## src/rtl/spi_prog_pkg.sv

```systemverilog
package spi_prog_pkg;

    localparam int FRAME_BITS = 32;

    typedef enum logic [2:0] {
        ST_POWERUP,
        ST_RSTPULSE,
        ST_SETTLE,
        ST_ENABLE,
        ST_CHECK,
        ST_READY,
        ST_XFER,
        ST_FAIL
    } seq_state_t;

endpackage

```

## src/rtl/spi_prog_timer.sv

```systemverilog
module spi_prog_timer #(
    parameter int W    = 8,
    parameter int INIT = 0
) (
    input  logic         clk,
    input  logic         rst_n,
    input  logic         load,
    input  logic [W-1:0] val,
    output logic         zero
);
    logic [W-1:0] cnt;

    always_ff @(posedge clk) begin
        if (!rst_n)
            cnt <= W'(INIT);
        else if (load)
            cnt <= val;
        else if (cnt != '0)
            cnt <= cnt - 1'b1;
    end

    assign zero = (cnt == '0);

endmodule

```

## src/rtl/spi_prog_shifter.sv

```systemverilog
module spi_prog_shifter #(
    parameter int HALF_CYC = 4,
    parameter int FBITS    = 32
) (
    input  logic             clk,
    input  logic             rst_n,
    input  logic             start,
    input  logic [FBITS-1:0] tx_word,
    input  logic             miso,
    output logic             sck,
    output logic             mosi,
    output logic             busy,
    output logic             done,
    output logic [FBITS-1:0] rx_word
);
    localparam int HW = $clog2(HALF_CYC + 1);
    localparam int BW = $clog2(FBITS);

    logic [HW-1:0]    hcnt;
    logic [BW-1:0]    bitn;
    logic [FBITS-1:0] sh;
    logic [FBITS-1:0] rx;

    always_ff @(posedge clk) begin
        if (!rst_n) begin
            busy <= 1'b0;
            done <= 1'b0;
            sck  <= 1'b0;
            hcnt <= '0;
            bitn <= '0;
            sh   <= '0;
            rx   <= '0;
        end else begin
            done <= 1'b0;
            if (start && !busy) begin
                busy <= 1'b1;
                sh   <= tx_word;
                bitn <= '0;
                sck  <= 1'b0;
                hcnt <= HW'(HALF_CYC - 1);
            end else if (busy) begin
                if (hcnt != '0) begin
                    hcnt <= hcnt - 1'b1;
                end else begin
                    hcnt <= HW'(HALF_CYC - 1);
                    if (!sck) begin
                        // end of low phase: rising edge, sample target data
                        sck <= 1'b1;
                        rx  <= {rx[FBITS-2:0], miso};
                    end else begin
                        sck <= 1'b0;
                        if (bitn == BW'(FBITS - 1)) begin
                            busy <= 1'b0;
                            done <= 1'b1;
                        end else begin
                            bitn <= bitn + 1'b1;
                            sh   <= {sh[FBITS-2:0], 1'b0};
                        end
                    end
                end
            end
        end
    end

    assign mosi    = sh[FBITS-1];
    assign rx_word = rx;

    // the clock rests low outside a frame
    assert_sck_idle_low_R5: assert property (@(posedge clk) disable iff (!rst_n)
        !busy |-> !sck);

    // data line holds still across the high phase
    assert_mosi_stable_high_R4: assert property (@(posedge clk) disable iff (!rst_n)
        sck |-> $stable(mosi));

endmodule

```

## src/rtl/spi_prog_host.sv

```systemverilog
module spi_prog_host
    import spi_prog_pkg::*;
#(
    parameter int          HALF_CYC    = 32,
    parameter int          PWRUP_CYC   = 64,
    parameter int          PULSE_CYC   = 16,
    parameter int          SETTLE_CYC  = 2_500_000,
    parameter int          MAX_TRIES   = 4,
    parameter logic [7:0]  SYNC_BYTE   = 8'h53,
    parameter logic [31:0] ENABLE_WORD = 32'hAC53_0000
) (
    input  logic        clk,
    input  logic        rst_n,
    input  logic        cmd_valid,
    input  logic [31:0] cmd_data,
    output logic        cmd_ready,
    output logic        rsp_valid,
    output logic [7:0]  rsp_data,
    output logic        link_up,
    output logic        error,
    output logic        tgt_rst,
    output logic        tgt_sck,
    output logic        tgt_mosi,
    input  logic        tgt_miso
);
    localparam int D1   = (PWRUP_CYC > PULSE_CYC) ? PWRUP_CYC : PULSE_CYC;
    localparam int DMAX = (D1 > SETTLE_CYC) ? D1 : SETTLE_CYC;
    localparam int TW   = $clog2(DMAX + 1);
    localparam int TRW  = $clog2(MAX_TRIES + 1);

    seq_state_t state, nxt;

    logic                  tmr_load;
    logic [TW-1:0]         tmr_val;
    logic                  tmr_zero;
    logic                  frm_start;
    logic [FRAME_BITS-1:0] frm_tx;
    logic                  frm_busy;
    logic                  frm_done;
    logic [FRAME_BITS-1:0] frm_rx;
    logic [TRW-1:0]        tries;
    logic                  sync_hit;
    logic                  unused_rx;

    spi_prog_timer #(.W(TW), .INIT(PWRUP_CYC - 1)) tmr_i (
        .clk  (clk),
        .rst_n(rst_n),
        .load (tmr_load),
        .val  (tmr_val),
        .zero (tmr_zero)
    );

    spi_prog_shifter #(.HALF_CYC(HALF_CYC), .FBITS(FRAME_BITS)) shf_i (
        .clk    (clk),
        .rst_n  (rst_n),
        .start  (frm_start),
        .tx_word(frm_tx),
        .miso   (tgt_miso),
        .sck    (tgt_sck),
        .mosi   (tgt_mosi),
        .busy   (frm_busy),
        .done   (frm_done),
        .rx_word(frm_rx)
    );

    assign sync_hit  = (frm_rx[15:8] == SYNC_BYTE);
    assign unused_rx = ^frm_rx[31:16];
    assign frm_tx    = (state == ST_READY) ? cmd_data : ENABLE_WORD;

    // state register
    always_ff @(posedge clk) begin
        if (!rst_n)
            state <= ST_POWERUP;
        else
            state <= nxt;
    end

    // next state, timer loads and frame launches
    always_comb begin
        nxt       = state;
        tmr_load  = 1'b0;
        tmr_val   = '0;
        frm_start = 1'b0;
        unique case (state)
            ST_POWERUP: if (tmr_zero) begin
                nxt      = ST_RSTPULSE;
                tmr_load = 1'b1;
                tmr_val  = TW'(PULSE_CYC - 1);
            end
            ST_RSTPULSE: if (tmr_zero) begin
                nxt      = ST_SETTLE;
                tmr_load = 1'b1;
                tmr_val  = TW'(SETTLE_CYC - 1);
            end
            ST_SETTLE: if (tmr_zero) begin
                nxt       = ST_ENABLE;
                frm_start = 1'b1;
            end
            ST_ENABLE: if (frm_done) nxt = ST_CHECK;
            ST_CHECK: begin
                if (sync_hit) begin
                    nxt = ST_READY;
                end else if (tries >= TRW'(MAX_TRIES)) begin
                    nxt = ST_FAIL;
                end else begin
                    nxt      = ST_RSTPULSE;
                    tmr_load = 1'b1;
                    tmr_val  = TW'(PULSE_CYC - 1);
                end
            end
            ST_READY: if (cmd_valid) begin
                nxt       = ST_XFER;
                frm_start = 1'b1;
            end
            ST_XFER: if (frm_done) nxt = ST_READY;
            ST_FAIL: nxt = ST_FAIL;
        endcase
    end

    // attempt counter and response capture
    always_ff @(posedge clk) begin
        if (!rst_n) begin
            tries     <= '0;
            rsp_valid <= 1'b0;
            rsp_data  <= '0;
        end else begin
            if (state == ST_SETTLE && tmr_zero)
                tries <= tries + 1'b1;
            rsp_valid <= (state == ST_XFER) && frm_done;
            if ((state == ST_XFER) && frm_done)
                rsp_data <= frm_rx[7:0];
        end
    end

    // outputs decoded from state
    always_comb begin
        tgt_rst   = (state == ST_RSTPULSE);
        cmd_ready = (state == ST_READY);
        link_up   = (state == ST_READY) || (state == ST_XFER);
        error     = (state == ST_FAIL);
    end

    assert_rst_sck_low_R2: assert property (@(posedge clk) disable iff (!rst_n)
        tgt_rst |-> !tgt_sck);

    assert_quiet_settle_R3: assert property (@(posedge clk) disable iff (!rst_n)
        (state == ST_SETTLE) |-> (!tgt_sck && !frm_busy));

    assert_check_after_frame_R6: assert property (@(posedge clk) disable iff (!rst_n)
        (state == ST_CHECK) |-> $past(frm_done));

    assert_error_sticky_R7: assert property (@(posedge clk) disable iff (!rst_n)
        error |=> (error && !tgt_rst));

    assert_ready_excl_error_R7: assert property (@(posedge clk) disable iff (!rst_n)
        !(cmd_ready && error));

    assert_ready_idle_link_R8: assert property (@(posedge clk) disable iff (!rst_n)
        cmd_ready |-> (!frm_busy && !tgt_sck));

    assert_rsp_single_R9: assert property (@(posedge clk) disable iff (!rst_n)
        rsp_valid |=> !rsp_valid);

    assert_no_frame_unready_R10: assert property (@(posedge clk) disable iff (!rst_n)
        (!cmd_ready && !(state == ST_SETTLE)) |=> !$rose(frm_busy) || $past(state == ST_SETTLE));

endmodule

```

## config.mk

```make
export PLATFORM = sky130hd
export DESIGN_NAME = spi_prog_host
export DESIGN_NICKNAME = d
export VERILOG_FILES = /design/src/rtl/spi_prog_pkg.sv /design/src/rtl/spi_prog_timer.sv /design/src/rtl/spi_prog_shifter.sv /design/src/rtl/spi_prog_host.sv
export SDC_FILE = /design/constraint.sdc
export NUM_CORES = 1
export LEC_CHECK = 0
export BUFFER_PORTS_ARGS = -buffer_cell sky130_fd_sc_hd__buf_2
export CORE_UTILIZATION = 40
export DETAILED_ROUTE_END_ITERATION = 12
export PLACE_DENSITY_LB_ADDON = 0.3
export SETUP_SLACK_MARGIN = 0.02
export SLEW_MARGIN = 5
export SYNTH_ARGS = -nofsm -noshare
export SYNTH_HDL_FRONTEND = slang
export SYNTH_HIERARCHICAL = 1
export SYNTH_SLANG_ARGS = --single-unit
```

## constraint.sdc

```tcl
create_clock -name clk -period 3.5 [get_ports clk]
set_input_delay 0.525 -clock clk [delete_from_list [all_inputs] [get_ports clk]]
set_output_delay 0.525 -clock clk [all_outputs]
set_load 0.01 [all_outputs]
```

==> impl_table.tex <==
\begin{tabular}{lr}
\hline
Metric & Value \\
\hline
\multicolumn{2}{l}{\textbf{Outcome}} \\
\quad Status & finished, final reports clean \\
\multicolumn{2}{l}{\textbf{Power}} \\
\quad Maximum ir drop on the vdd rail & about 300 µV \\
\quad Part of the total power dissipated in combinational logic & 0.033 \\
\quad Switching power total & 0.492 mW \\
\quad Sequential cell fraction of total power & 0.531 \\
\quad Proportion of total power due to net switching & 0.231 \\
\quad Internal power consumption & $\sim$1.6 mW \\
\quad Clock share of power & 0.436 \\
\quad Power per cell area & 365 mW/mm² \\
\quad Cell leakage power & around 2.1 nW \\
\multicolumn{2}{l}{\textbf{Placement}} \\
\quad Number of buffers inserted by port buffering & 50 \\
\quad Last weighted congestion value of the routability-driven placer & 0.793 \\
\quad Sum of net half-perimeters after detailed placement & 7750 µm \\
\multicolumn{2}{l}{\textbf{Floorplanning}} \\
\quad IO Count & 51 \\
\quad Die Area & around 0.014 mm² \\
\quad Die boundary width & about 120 µm \\
\quad Std-Cell Rows & 41 \\
\quad Placeable core region & 0.0127 mm² \\
\quad Floorplan die height & 116 µm \\
\quad Initial core utilization & 0.413 \\
\multicolumn{2}{l}{\textbf{Logic synthesis}} \\
\quad Average cell area after synthesis & about 8.7 µm² \\
\quad Post-Syn Instances & 605 \\
\quad Yosys warns & 6 \\
\quad Total standard cell area after synthesis & 0.00524 mm² \\
\multicolumn{2}{l}{\textbf{Routing}} \\
\quad Post-detailed-route via-to-cell ratio & 5.46 \\
\quad DR iter-0 viols & 353 \\
\quad 1st-pass router iterations & 5 \\
\quad Avg WL per Cell & 14.6 µm \\
\quad Count of nets left with antenna violations after detail routing & 0 \\
\quad Number of remaining DRC errors & 0 \\
\quad Post-Route WL & 11,800 µm \\
\quad Detailed-route via count & 4,420 \\
\multicolumn{2}{l}{\textbf{Global route}} \\
\quad Via count of the first global-routing pass & 4,192 \\
\quad Total congestion overflow & 0 \\
\quad Wire length of the first global-routing pass & 19,500 µm \\
\quad Initial antenna violation count & 0 \\
\quad Total global-route track usage & 0.183 \\
\quad Maximum number of pins on one net before global-route repair & 46 \\
\multicolumn{2}{l}{\textbf{Timing}} \\
\quad Final hold slack & 0.446 ns \\
\quad Worst clock skew & 0.00568 ns \\
\quad Max Fclk & 328 MHz \\
\quad Final Slew Violations & 0 \\
\quad Final Critical Period & a little over 3 ns \\
\quad Relative max-transition margin & 0.231 \\
\quad Slew at the pin closest to its max-slew limit & 1.15 ns \\
\quad Setup TNS & 0 ns \\
\quad Post-route clock period utilization & 0.870 \\
\quad Final Hold Violating Endpoints & 0 \\
\quad Number of endpoints failing setup at the final stage & 0 \\
\quad Unrepaired setup endpoints after global routing & false \\
\multicolumn{2}{l}{\textbf{Clocking}} \\
\quad H-tree depth & 3 \\
\quad Skew-Pair Late Insertion Delay & 0.35 ns \\
\quad Clock tree from TritonCTS & done \\
\quad Clock Tree Buf Depth & 2 \\
\quad Quantity of gates resized following cts & 0 \\
\quad Clock buffer count from CTS & 9 \\
\quad Worst-path clk slew & 0.07 ns \\
\quad Hold-fix buffers, CTS & 0 \\
\quad Total number of clock tree sinks & 99 \\
\quad Number of setup buffers added after CTS & 0 \\
\quad Cell at the root of the clock tree & sky130\_fd\_sc\_hd\_\_clkbuf\_16 \\
\multicolumn{2}{l}{\textbf{Cells and area}} \\
\quad Share of layout cells above drive strength 1 & 0.193 \\
\quad Final net count & 675 \\
\quad Synthesis-to-finish area growth & 11.5\% \\
\quad Antenna diode instance count & 0 \\
\multicolumn{2}{l}{\textbf{Hold path}} \\
\quad Class of the tightest hold or removal check & primary input to register \\
\multicolumn{2}{l}{\textbf{Critical path}} \\
\quad Data required time at the worst endpoint & roughly 3.8 ns \\
\quad Arrival time reported for the critical path endpoint & 3.31 ns \\
\quad Critical Path Start Type & register \\
\quad Maximum fanout count along the critical path & 45 \\
\quad Critical path endpoint category & register \\
\quad Setup Crit Path Kind & register to register \\
\multicolumn{2}{l}{\textbf{Job}} \\
\quad Maximum capacitance violations & 0 \\
\hline
\end{tabular}
==> power by group through the flow <==
stage	Sequential (mW)	Combinational (mW)	Clock [mW]
floorplan	1.16	0.0385	0
global route	1.13	0.0769	1.00
CTS	1.13	0.0699	0.956
global placement	1.16	0.0681	0
detailed placement	1.16	0.0694	0
finish	1.13	0.0698	0.930
==> cell usage in the layout (no fill, tap or decap), drive strengths merged, types with 6 or more instances in the layout <==
cell    count
a211oi     31
a21oi      24
and3       28
buf        62
clkbuf     10
conb       10
dfxtp      99
ha          7
inv        11
mux2i      18
nand2      56
nand2b     15
nand3      15
nor2       42
nor3       26
nor4       22
o21ai      50
o31ai      12
or3         6
or4         6
xnor2      12
xor2        6
==> worst paths after layout <==
kind,end,cells after the start,slack [ns],from
setup / recovery,shf_i/sh[24],9,0.45,tmr_i/cnt[16]
hold / removal,shf_i/rx_word[0],3,0.45,tgt_miso
setup reg to reg,shf_i/sh[24],9,0.45,tmr_i/cnt[16]
hold reg to reg,rsp_data[1],2,0.46,rsp_data[1]
==> flip-flops by register name, indices dropped and copies added (netlist names), 3 cells and up <==
name           cells
shf_i/sh          32
tmr_i/cnt         22
shf_i/rx_word     16
rsp_data           8
shf_i/hcnt         6
shf_i/bitn         5
state              3
tries              3
==> critical path: stages, from the launching register on <==
cell                       delay, ns
sky130_fd_sc_hd__dfxtp_1        0.35
sky130_fd_sc_hd__or4_4          0.56
sky130_fd_sc_hd__or4_4          0.49
sky130_fd_sc_hd__nor2_4         0.11
sky130_fd_sc_hd__and4bb_2       0.27
sky130_fd_sc_hd__a21o_1         0.22
sky130_fd_sc_hd__nor2b_2        0.17
sky130_fd_sc_hd__buf_4          0.40
sky130_fd_sc_hd__nor4_1         0.12
sky130_fd_sc_hd__a211oi_2       0.25
==> per-layer routing <==
metal,track usage,part of all wire,wire length (µm),vias to the layer above
met5,0,0,0,-
met4,0.0778,0.018,217,0
met3,0.0420,0.048,561,15
met2,0.303,0.46,5420,112
met1,0.229,0.47,5590,2054
li1,-,-,-,2239
==> stage by stage <==
stage,area (µm²),worst slack (ns),util,instances,total power [mW]
2_1_floorplan,5270,0.426,-,614,1.20
4_1_cts,5840,0.440,0.461,809,2.16
6_report,5840,0.454,0.461,809,2.13
3_3_place_gp,5570,0.581,0.439,793,1.23
3_5_place_dp,5570,0.481,0.439,793,1.23
5_1_grt,5840,0.252,0.461,809,2.21
==> area by class of cell <==
class                      instances  area [µm²]
fill                            1269        6830
multi-input combinational        449        2980
sequential                        99        1980
timing repair buffer              62         353
clock buffer                      10         229
tap                              172         215
clock inverter                     6        42.5
inverter                          11        41.3
Power figures use the tool's default switching activity.
